**config.mk**
```make
export PLATFORM = sky130hd
export DESIGN_NAME = i2cbe_top
export DESIGN_NICKNAME = d
export VERILOG_FILES = /design/src/rtl/i2cbe_pkg.sv /design/src/rtl/i2cbe_tick_gen.sv /design/src/rtl/i2cbe_bus_mon.sv /design/src/rtl/i2cbe_seq.sv /design/src/rtl/i2cbe_line_drv.sv /design/src/rtl/i2cbe_top.sv
export SDC_FILE = /design/constraint.sdc
export NUM_CORES = 1
export LEC_CHECK = 0
export BUFFER_PORTS_ARGS = -buffer_cell sky130_fd_sc_hd__buf_4
export CORE_ASPECT_RATIO = 1.5
export CORE_MARGIN = 3
export CORE_UTILIZATION = 52
export CTS_BUF_LIST = sky130_fd_sc_hd__clkbuf_16
export CTS_CLUSTER_DIAMETER = 100
export DETAILED_ROUTE_END_ITERATION = 10
export GPL_ROUTABILITY_DRIVEN = 0
export PLACE_DENSITY = 0.74
export SLEW_MARGIN = 20
export SYNTH_ARGS = -nofsm -noshare
export SYNTH_HDL_FRONTEND = slang
export SYNTH_SLANG_ARGS = --single-unit
```
**constraint.sdc**
```tcl
create_clock -name clk -period 5.9 [get_ports clk]
set_clock_uncertainty 0.2 [all_clocks]
set_input_delay 1.475 -clock clk [delete_from_list [all_inputs] [get_ports clk]]
set_output_delay 1.475 -clock clk [all_outputs]
set_load 0.05 [all_outputs]
```
**src/rtl/i2cbe_pkg.sv**
```systemverilog
`timescale 1ns/1ps
package i2cbe_pkg;

   // Engine sequencing states
   typedef enum logic [2:0] {
      ST_IDLE  = 3'd0,
      ST_START = 3'd1,
      ST_BIT   = 3'd2,
      ST_ACK   = 3'd3,
      ST_STOP  = 3'd4
   } seq_st_t;

   // Slot geometry in prescaled ticks (behavioural constants)
   localparam int SLOT_TICKS  = 10;  // ticks per SCL slot
   localparam int LOW_TICKS   = 6;   // SCL held low for phases 0..5
   localparam int START_PH    = 5;   // START pulls SDA low from this phase
   localparam int SAMPLE_PH   = 7;   // sample at the end of this phase
   localparam int STOP_REL_PH = 8;   // STOP releases SDA from this phase
   localparam int PH_W        = $clog2(SLOT_TICKS);

endpackage

```
**src/rtl/i2cbe_tick_gen.sv**
```systemverilog
`timescale 1ns/1ps
// Prescaler plus slot phase counter. A tick lasts 2*(1+tpr) clocks.
module i2cbe_tick_gen
   import i2cbe_pkg::*;
#(
   parameter int TPR_W = 8
) (
   input  logic               clk,
   input  logic               rst_n,
   input  logic               run,
   input  logic [TPR_W-1:0]   tpr,
   output logic               tick,
   output logic [PH_W-1:0]    ph,
   output logic               slot_end
);
   localparam int CW = TPR_W + 1;

   logic [CW-1:0] div_q;
   logic [CW-1:0] div_lim;

   // 2*tpr + 1 is the last count of a tick
   assign div_lim = {tpr, 1'b1};
   assign tick    = run && (div_q == div_lim);
   assign slot_end = tick && (ph == PH_W'(SLOT_TICKS - 1));

   always_ff @(posedge clk or negedge rst_n) begin
      if (!rst_n) begin
         div_q <= '0;
      end else if (!run || tick) begin
         div_q <= '0;
      end else begin
         div_q <= div_q + CW'(1);
      end
   end

   always_ff @(posedge clk or negedge rst_n) begin
      if (!rst_n) begin
         ph <= '0;
      end else if (!run) begin
         ph <= '0;
      end else if (tick) begin
         if (ph == PH_W'(SLOT_TICKS - 1)) begin
            ph <= '0;
         end else begin
            ph <= ph + PH_W'(1);
         end
      end
   end

endmodule

```
**src/rtl/i2cbe_bus_mon.sv**
```systemverilog
`timescale 1ns/1ps
// Passive START/STOP watcher on the resolved lines.
module i2cbe_bus_mon #(
   parameter int SYNC_STAGES = 0
) (
   input  logic clk,
   input  logic rst_n,
   input  logic scl_in,
   input  logic sda_in,
   output logic bus_idle
);
   logic scl_s, sda_s;
   logic scl_d, sda_d;
   logic idle_q;

   generate
      if (SYNC_STAGES == 0) begin : g_direct
         assign scl_s = scl_in;
         assign sda_s = sda_in;
      end else begin : g_sync
         logic [SYNC_STAGES-1:0] scl_p, sda_p;
         always_ff @(posedge clk or negedge rst_n) begin
            if (!rst_n) begin
               scl_p <= '1;
               sda_p <= '1;
            end else begin
               scl_p <= SYNC_STAGES'({scl_p, scl_in});
               sda_p <= SYNC_STAGES'({sda_p, sda_in});
            end
         end
         assign scl_s = scl_p[SYNC_STAGES-1];
         assign sda_s = sda_p[SYNC_STAGES-1];
      end
   endgenerate

   logic scl_hi_both;
   assign scl_hi_both = scl_d && scl_s;

   always_ff @(posedge clk or negedge rst_n) begin
      if (!rst_n) begin
         scl_d  <= 1'b1;
         sda_d  <= 1'b1;
         idle_q <= 1'b1;
      end else begin
         scl_d <= scl_s;
         sda_d <= sda_s;
         if (scl_hi_both && sda_d && !sda_s) begin
            idle_q <= 1'b0;
         end else if (scl_hi_both && !sda_d && sda_s) begin
            idle_q <= 1'b1;
         end
      end
   end

   assign bus_idle = idle_q;

endmodule

```
**src/rtl/i2cbe_seq.sv**
```systemverilog
`timescale 1ns/1ps
// Transfer sequencer: acceptance, bit/byte stepping, arbitration judge.
module i2cbe_seq
   import i2cbe_pkg::*;
#(
   parameter int TPR_W     = 8,
   parameter int MAX_BYTES = 2,
   parameter int CNT_W     = $clog2(MAX_BYTES + 1)
) (
   input  logic                   clk,
   input  logic                   rst_n,
   input  logic                   start_req,
   input  logic [TPR_W-1:0]       tpr,
   input  logic [8*MAX_BYTES-1:0] tx_bytes,
   input  logic [CNT_W-1:0]       byte_cnt,
   input  logic                   bus_idle,
   input  logic                   sda_in,
   input  logic                   tick,
   input  logic [PH_W-1:0]        ph,
   input  logic                   slot_end,
   output seq_st_t                state,
   output logic                   cur_bit,
   output logic [TPR_W-1:0]       tpr_q,
   output logic                   busy,
   output logic                   done,
   output logic                   arb_lost
);
   localparam int IDX_W = (MAX_BYTES > 1) ? $clog2(MAX_BYTES) : 1;

   logic [8*MAX_BYTES-1:0] data_q;
   logic [CNT_W-1:0]       cnt_q;
   logic [IDX_W-1:0]       byte_idx;
   logic [2:0]             bit_idx;
   logic [7:0]             byte_arr [MAX_BYTES];

   generate
      for (genvar g = 0; g < MAX_BYTES; g++) begin : g_unpack
         assign byte_arr[g] = data_q[8*g +: 8];
      end
   endgenerate

   logic cnt_ok, accept, last_byte, sample_pt, arb_hit;

   assign cnt_ok    = (byte_cnt != '0) && (byte_cnt <= CNT_W'(MAX_BYTES));
   assign accept    = (state == ST_IDLE) && start_req && bus_idle && cnt_ok;
   assign cur_bit   = byte_arr[byte_idx][bit_idx];
   assign last_byte = (CNT_W'(byte_idx) == (cnt_q - CNT_W'(1)));
   assign sample_pt = tick && (ph == PH_W'(SAMPLE_PH));
   // released '1' read back as '0' while SCL is high
   assign arb_hit   = (state == ST_BIT) && sample_pt && cur_bit && !sda_in;
   assign busy      = (state != ST_IDLE);

   always_ff @(posedge clk or negedge rst_n) begin
      if (!rst_n) begin
         state    <= ST_IDLE;
         data_q   <= '0;
         cnt_q    <= '0;
         tpr_q    <= '0;
         byte_idx <= '0;
         bit_idx  <= '0;
         done     <= 1'b0;
         arb_lost <= 1'b0;
      end else begin
         done <= 1'b0;
         unique case (state)
            ST_IDLE: begin
               if (accept) begin
                  state    <= ST_START;
                  data_q   <= tx_bytes;
                  cnt_q    <= byte_cnt;
                  tpr_q    <= tpr;
                  byte_idx <= '0;
                  bit_idx  <= 3'd7;
                  arb_lost <= 1'b0;
               end
            end
            ST_START: begin
               if (slot_end) begin
                  state <= ST_BIT;
               end
            end
            ST_BIT: begin
               if (arb_hit) begin
                  state    <= ST_IDLE;
                  arb_lost <= 1'b1;
               end else if (slot_end) begin
                  if (bit_idx == 3'd0) begin
                     state <= ST_ACK;
                  end else begin
                     bit_idx <= bit_idx - 3'd1;
                  end
               end
            end
            ST_ACK: begin
               if (slot_end) begin
                  if (last_byte) begin
                     state <= ST_STOP;
                  end else begin
                     state    <= ST_BIT;
                     byte_idx <= byte_idx + IDX_W'(1);
                     bit_idx  <= 3'd7;
                  end
               end
            end
            ST_STOP: begin
               if (slot_end) begin
                  state <= ST_IDLE;
                  done  <= 1'b1;
               end
            end
            default: state <= ST_IDLE;
         endcase
      end
   end

endmodule

```
**src/rtl/i2cbe_line_drv.sv**
```systemverilog
`timescale 1ns/1ps
// Decodes line enables from sequencer state and slot phase.
module i2cbe_line_drv
   import i2cbe_pkg::*;
(
   input  seq_st_t          state,
   input  logic [PH_W-1:0]  ph,
   input  logic             cur_bit,
   output logic             scl_oe,
   output logic             sda_oe
);
   logic scl_low_ph;
   assign scl_low_ph = (ph < PH_W'(LOW_TICKS));

   always_comb begin
      scl_oe = 1'b0;
      sda_oe = 1'b0;
      unique case (state)
         ST_IDLE: begin
            scl_oe = 1'b0;
            sda_oe = 1'b0;
         end
         ST_START: begin
            scl_oe = 1'b0;
            sda_oe = (ph >= PH_W'(START_PH));
         end
         ST_BIT: begin
            scl_oe = scl_low_ph;
            sda_oe = !cur_bit;
         end
         ST_ACK: begin
            scl_oe = scl_low_ph;
            sda_oe = 1'b0;
         end
         ST_STOP: begin
            scl_oe = scl_low_ph;
            sda_oe = (ph < PH_W'(STOP_REL_PH));
         end
         default: begin
            scl_oe = 1'b0;
            sda_oe = 1'b0;
         end
      endcase
   end

endmodule

```
**src/rtl/i2cbe_top.sv**
```systemverilog
`timescale 1ns/1ps
module i2cbe_top
   import i2cbe_pkg::*;
#(
   parameter int TPR_W       = 8,
   parameter int MAX_BYTES   = 2,
   parameter int SYNC_STAGES = 0,
   parameter int CNT_W       = $clog2(MAX_BYTES + 1)
) (
   input  logic                   clk,
   input  logic                   rst_n,
   input  logic [TPR_W-1:0]       tpr,
   input  logic                   start_req,
   input  logic [8*MAX_BYTES-1:0] tx_bytes,
   input  logic [CNT_W-1:0]       byte_cnt,
   output logic                   scl_oe,
   input  logic                   scl_in,
   output logic                   sda_oe,
   input  logic                   sda_in,
   output logic                   busy,
   output logic                   done,
   output logic                   arb_lost,
   output logic                   bus_idle
);
   // Elaboration-time parameter checks
   generate
      if (TPR_W < 1 || TPR_W > 16) begin : g_bad_tpr_w
         $error("i2cbe_top: TPR_W must be in 1..16");
      end
      if (MAX_BYTES < 1 || MAX_BYTES > 64) begin : g_bad_max_bytes
         $error("i2cbe_top: MAX_BYTES must be in 1..64");
      end
      if (SYNC_STAGES < 0 || SYNC_STAGES > 3) begin : g_bad_sync
         $error("i2cbe_top: SYNC_STAGES must be in 0..3");
      end
      if (CNT_W < $clog2(MAX_BYTES + 1)) begin : g_bad_cnt_w
         $error("i2cbe_top: CNT_W too narrow for MAX_BYTES");
      end
   endgenerate

   seq_st_t           state;
   logic              cur_bit;
   logic [TPR_W-1:0]  tpr_q;
   logic              tick;
   logic [PH_W-1:0]   ph;
   logic              slot_end;
   logic              run;

   assign run = (state != ST_IDLE);

   i2cbe_tick_gen #(.TPR_W(TPR_W)) u_tick (
      .clk      (clk),
      .rst_n    (rst_n),
      .run      (run),
      .tpr      (tpr_q),
      .tick     (tick),
      .ph       (ph),
      .slot_end (slot_end)
   );

   i2cbe_bus_mon #(.SYNC_STAGES(SYNC_STAGES)) u_mon (
      .clk      (clk),
      .rst_n    (rst_n),
      .scl_in   (scl_in),
      .sda_in   (sda_in),
      .bus_idle (bus_idle)
   );

   i2cbe_seq #(
      .TPR_W     (TPR_W),
      .MAX_BYTES (MAX_BYTES),
      .CNT_W     (CNT_W)
   ) u_seq (
      .clk       (clk),
      .rst_n     (rst_n),
      .start_req (start_req),
      .tpr       (tpr),
      .tx_bytes  (tx_bytes),
      .byte_cnt  (byte_cnt),
      .bus_idle  (bus_idle),
      .sda_in    (sda_in),
      .tick      (tick),
      .ph        (ph),
      .slot_end  (slot_end),
      .state     (state),
      .cur_bit   (cur_bit),
      .tpr_q     (tpr_q),
      .busy      (busy),
      .done      (done),
      .arb_lost  (arb_lost)
   );

   i2cbe_line_drv u_drv (
      .state   (state),
      .ph      (ph),
      .cur_bit (cur_bit),
      .scl_oe  (scl_oe),
      .sda_oe  (sda_oe)
   );

endmodule

```
After elaboration in Yosys (flattened, before gate mapping)
Cells that the tools add are included.
W data, S select, Z words.
{ "word_totals": {"out_inout_bits": 6, "register_bits": 51, "input_bits": 31, "word_cells": 116} }
{ "op_classes": {"n_reduce_logical": 34, "n_bitwise": 1, "addsub": 5, "eq_ne": 20, "order_cmp": 6, "muxes": 37} }
{ "ops": {"columns": ["operator", "count"], "rows": [
  ["$mux W3", 14],
  ["$mux W8", 3],
  ["$ne A2 B2 Y1 const B", 8],
  ["$logic_and A1 B1 Y1", 15],
  ["$pmux W3 S5", 1],
  ["$mux W4", 3],
  ["$mux W1", 10],
  ["$add A9 B1 Y9 const B", 1],
  ["$eq A9 B9 Y1", 1],
  ["$mux W9", 1],
  ["$pmux W3 S3", 1],
  ["$reduce_bool A2 Y1", 4],
  ["$reduce_and A7 Y1", 1],
  ["$eq A3 B2 Y1 const B", 2],
  ["$logic_not A3 Y1", 2],
  ["$ne A3 B3 Y1 const B", 2],
  ["$reduce_and A6 Y1", 1],
  ["$reduce_bool A3 Y1", 2],
  ["$add A4 B1 Y4 const B", 1],
  ["$eq A4 B3 Y1 const B", 1],
  ["$eq A4 B4 Y1 const B", 1],
  ["$ge A4 B3 Y1 const B", 1],
  ["$logic_not A1 Y1", 4],
  ["$lt A3 B4 Y1 const B", 1],
  ["other kinds (20)", 22]
]} }

Depth between registers and ports, before layout
{ "logic_depth": {"depth_word": 10, "ltp_mapped": 8, "mapped_depth_nobuf": 8} }

Hierarchy
From an unflattened synthesis, not the netlist that was laid out.
{ "unflattened": {"hier_cells": 284, "area_unflattened_um2": 2813.9} }
{ "by_module_without_submodules": {"columns": ["mod", "cells_per_inst", "instances", "area_each_um2"], "rows": [
  ["i2cbe_seq", 180, 1, 1775.5],
  ["i2cbe_tick_gen", 85, 1, 854.6],
  ["i2cbe_bus_mon", 7, 1, 112.6],
  ["i2cbe_line_drv", 11, 1, 65.1],
  ["i2cbe_top", 1, 1, 6.3]
]} }

Least setup slack after synthesis
OpenSTA, ideal clock, no wires.
{ "synth_timing": {"path_type": "register to output", "start": "register u_seq.state[0]", "end": "output port scl_oe", "t_arrival_ns": 2.028, "t_required_ns": 4.225, "n_path_buf": 1, "path_stages_with_launch": 5, "path_slack_ns": 2.197, "cell_sequence": "dfrtp_1 > clkbuf_1 > nor2_1 > nand2_1 > a221oi_1"} }
{ "synth_via": {"elab_chain_cells": 3} }
{ "synth_rtl": {"columns": ["element", "line_no", "source"], "rows": [
  ["start: declaration", "i2cbe_seq.sv:21", "output seq_st_t state,"],
  ["start signal: assignment", "i2cbe_seq.sv:55", "state <= ST_IDLE;"],
  ["start signal: assignment", "i2cbe_seq.sv:68", "state <= ST_START;"],
  ["start signal: assignment", "i2cbe_seq.sv:79", "state <= ST_BIT;"],
  ["$eq A3 B2 Y1 / $eq A3 B3 Y1 (equally long branches)", "i2cbe_line_drv.sv:18", "unique case (state)"],
  ["$reduce_or A3 Y1 (no line) *", null, null],
  ["$mux W1 *", "i2cbe_line_drv.sv:18", null],
  ["end: declaration", "i2cbe_top.sv:16", "output logic scl_oe,"]
]} }
Every way passes the cells marked *; elsewhere a longest branch is shown, timed or not.

Worst setup path in the final report
{ "layout_timing": {"start": "register u_seq.bit_idx[1]", "end": "output port sda_oe"} }
{ "layout_via": {"elab_chain_cells": 4} }
{ "layout_rtl": {"columns": ["element", "line_no", "source"], "rows": [
  ["start: declaration", "i2cbe_seq.sv:33", "logic [2:0] bit_idx;"],
  ["start signal: assignment", "i2cbe_seq.sv:90", "bit_idx <= bit_idx - 3'd1;"],
  ["$bmux W1 S3", "i2cbe_seq.sv:46", "assign cur_bit = byte_arr[byte_idx][bit_idx];"],
  ["$mux W1 (implied by the code)", "i2cbe_seq.sv:46", null],
  ["$logic_not A1 Y1", "i2cbe_line_drv.sv:29", "sda_oe = !cur_bit;"],
  ["$pmux W1 S3", "i2cbe_line_drv.sv:18", null],
  ["end: declaration", "i2cbe_top.sv:18", "output logic sda_oe,"]
]} }
No other way between the ends. The select of a mux whose other input is x is not followed.

==> impl_metrics.yaml <==
placement:
  portBuffers: 36
  placed_cells: 312
  hpwl_mm: 3.66
finish:
  fin_util: 0.657
  final_layout_size_suffix_gt1_frac: 0.316
  syn2layout_area_growth_pct: 18.9
  n_antenna_cell: 0
  fin_nets: 292
  fin_cells: 320
global_routing:
  grt_max_degree: 52
  grt_pass1_vias: 1839
  globalRouteOverflowTotal: 0
  antenna_found_initial: 0
  grt_first_pass_wirelength_mm: 8.39
  grt_usage: 0.187
clock_tree:
  cts_sinks: 51
  root_buffer: "clkbuf_16"
  cts_buffers: 5
  cts_tree: "built"
  cts_hold_repair.buffers: 0
  htree_num_levels: 2
  cts_resized: 0
  clk_pin_slew_worst_paths_ps: 70
  post-cts-setup-buffer-count: 0
  cts.path.max_buffers: 2
  clk-insertion-delay-late_ps: 290
power:
  vdd_drop_max_mv: 0.184
  p_int_mw: 0.567
  power.density_nw_per_um2: 234
  leakage_nw: 1.44
  comb_power_share: 0.039
  seqPwrFrac: 0.497
  switching_share: 0.201
  p_clk_frac: 0.465
  power_switching_mw: 0.142
  power_mw: 0.710
floorplanning:
  fp.dieArea_um2: 5790
  io_pins: 37
  fp.coreArea_um2: 4620
  num_rows: 30
  die_w_um: 63.2
  start_util: 0.552
  die_y_um: 91.7
worst_setup_path:
  cp_max_fo: 5
  crit_path_start_kind: "flip-flop"
  arrival_ps: 2160
  cp_cell_sequence: "mux4_1, mux2_2, o21ai_2, a211o_2, buf_4"
  worstSetupPathType: "flip-flop to primary output"
  critPathMaxStageDelay_ps: 600
  cp.required_ps: 4220
  crit_buf_inv: 1
  critical_path.slowest_cell: "mux4_1"
  cp-end-kind: "primary output"
  critPathTopFamily: "multiplexers"
sta:
  min_period_ps: 3830
  setup_tns_ps: 0
  relSlewSlack: 0.580
  slew_violations: 0
  fin_crit_sh: 0.650
  hold_viol_final: 0
  worst_slew_pin_slew_ps: 630
  worst_hold_slack_ps: 297
  rsz0062_at_grt: "no"
  setup_violations: 0
  fmax_mhz: 261
detailed_routing:
  viasPerCell: 5.46
  drtPass1Iterations: 4
  drt_iter0_markers: 95
  wl_per_cell_um: 15.5
  vias: 1748
  ant_nets: 0
  wl_mm: 4.96
  drc: 0
synth:
  ys_seq_elements: 51
  syn_inst: 219
  synth.distinct_cells: 44
  synth_area_leader_cell: "dfrtp_1"
  synthTopCellsByArea: "dfrtp_1 47%, mux2_2 12%, mux4_1 4.1%"
  ys_seq_area_frac: 0.502
  ys_warn_count: 0
  synth_edf_count: 0
  synth.top_cell.area_share: 0.471
  syn-num-nets: 256
  synth_flop_cell: "dfrtp_1"
  syn_area_per_cell_um2: 11.6
  netlist_area_um2: 2550
  async_flop_share: 1.00
worst_hold_path:
  hp-class: "flip-flop to flip-flop"
flow_run:
  max_cap_viol_count: 0
outcome:
  status: "complete, no violations"
[state kept, by name, indices dropped and copies added, names as in the netlist]
| register | cells |
|---|---|
| u_mon.bus_idle | 1 |
| u_mon.scl_d | 1 |
| u_mon.sda_d | 1 |
| u_seq.arb_lost | 1 |
| u_seq.bit_idx | 3 |
| u_seq.byte_idx | 1 |
| u_seq.cnt_q | 2 |
| u_seq.data_q | 16 |
| u_seq.done | 1 |
| u_seq.state | 3 |
| u_seq.tpr_q | 8 |
| u_tick.div_q | 9 |
| u_tick.ph | 4 |
[worst reg2reg max path, stage by stage (launching register included)]
cell and delay, ps:
dfrtp_1 430, inv_1 100, ha_1 150, nand2_1 70, nor2_1 390, o311ai_0 290
a211oi_1 390, o21bai_1 160, a22oi_1 290
[power by group through the flow]
stage / logic (mW) / registers (mW) / clock network, mW
floorplan: 0.00222 / 0.361 / 0
global placement: 0.0282 / 0.359 / 0
CTS: 0.0284 / 0.352 / 0.337
detailed placement: 0.0283 / 0.359 / 0
global route: 0.0306 / 0.353 / 0.351
finish: 0.0275 / 0.353 / 0.330
[cells in the final DEF, fill, tap and decap left out, types with 7 or more instances in the layout]
master / count
nand2_1: 10
a21oi_1: 8
nor2_1: 23
xnor2_1: 9
xor2_1: 7
mux2_2: 27
nand3_1: 8
buf_4: 37
inv_1: 10
dfrtp_1: 48
[cell usage after synthesis, types with 4 or more instances]
master / count
dfrtp_1: 48
mux2_2: 27
nor2_1: 23
inv_1: 10
nand2_1: 10
xnor2_1: 9
a21oi_1: 8
nand3_1: 8
xor2_1: 7
ha_1: 6
and3_1: 4
clkbuf_1: 4
mux4_1: 4
nor3_1: 4
o21ai_0: 4
[stage by stage]
| stage | worst slack (ps) | instance area, µm² |
|---|---|---|
| 6_report | 2070 | 3030 |
| 3_3_place_gp | 2440 | 2860 |
| 2_1_floorplan | 2200 | 2550 |
| 5_1_grt | 1980 | 3030 |
| 4_1_cts | 2040 | 3030 |
| 3_5_place_dp | 2370 | 2860 |
[layer usage]
metal	vias up	GRT usage	routed length, µm
li1	849	-	-
met1	862	0.212	2010
met2	30	0.341	2700
met3	7	0.0294	152
met4	0	0.0792	92
met5	-	0	0
[area by class of cell]
cell class / count / area [µm²]
Clock buffer: 5 / 125
Timing Repair Buffer: 37 / 278
Fill cell: 372 / 1590
Multi-Input combinational cell: 150 / 1180
Tap cell: 64 / 80.1
Inverter: 10 / 37.5
Sequential cell: 51 / 1280
Clock inverter: 3 / 46.3
[kinds of logic (layout without fill, tap and decap cells)]
group                    count (synthesis)  after routing  share of synthesized area
XOR/XNOR                                16             16                     0.0550
multiplexers                            34             34                      0.172
flip-flops                              51             51                      0.502
AO/OA/AOI/OAI                           27             27                     0.0736
buffers and inverters                   18             55                     0.0329
adder cells (fa/ha/maj)                  6              6                     0.0295
AND/OR/NAND/NOR                         67             67                      0.135
[final timing paths]
kind                                              startpoint                            to  slack [ps]  cells past startpoint
min in group asynchronous                              rst_n     u_tick.div_q[3]$_DFF_PN0_        1010                      1
worst min register to register    u_seq.arb_lost$_DFFE_PN0P_    u_seq.arb_lost$_DFFE_PN0P_         300                      1
worst max register to register      u_tick.ph[1]$_DFFE_PN0N_  u_seq.bit_idx[1]$_DFFE_PN0P_        3330                      8
worst max-delay path            u_seq.bit_idx[1]$_DFFE_PN0P_                        sda_oe        2070                      5
max in group asynchronous                              rst_n      u_tick.ph[2]$_DFFE_PN0N_        4060                      1
worst min-delay path              u_seq.arb_lost$_DFFE_PN0P_    u_seq.arb_lost$_DFFE_PN0P_         300                      1
(Power assumes the default switching activity.)
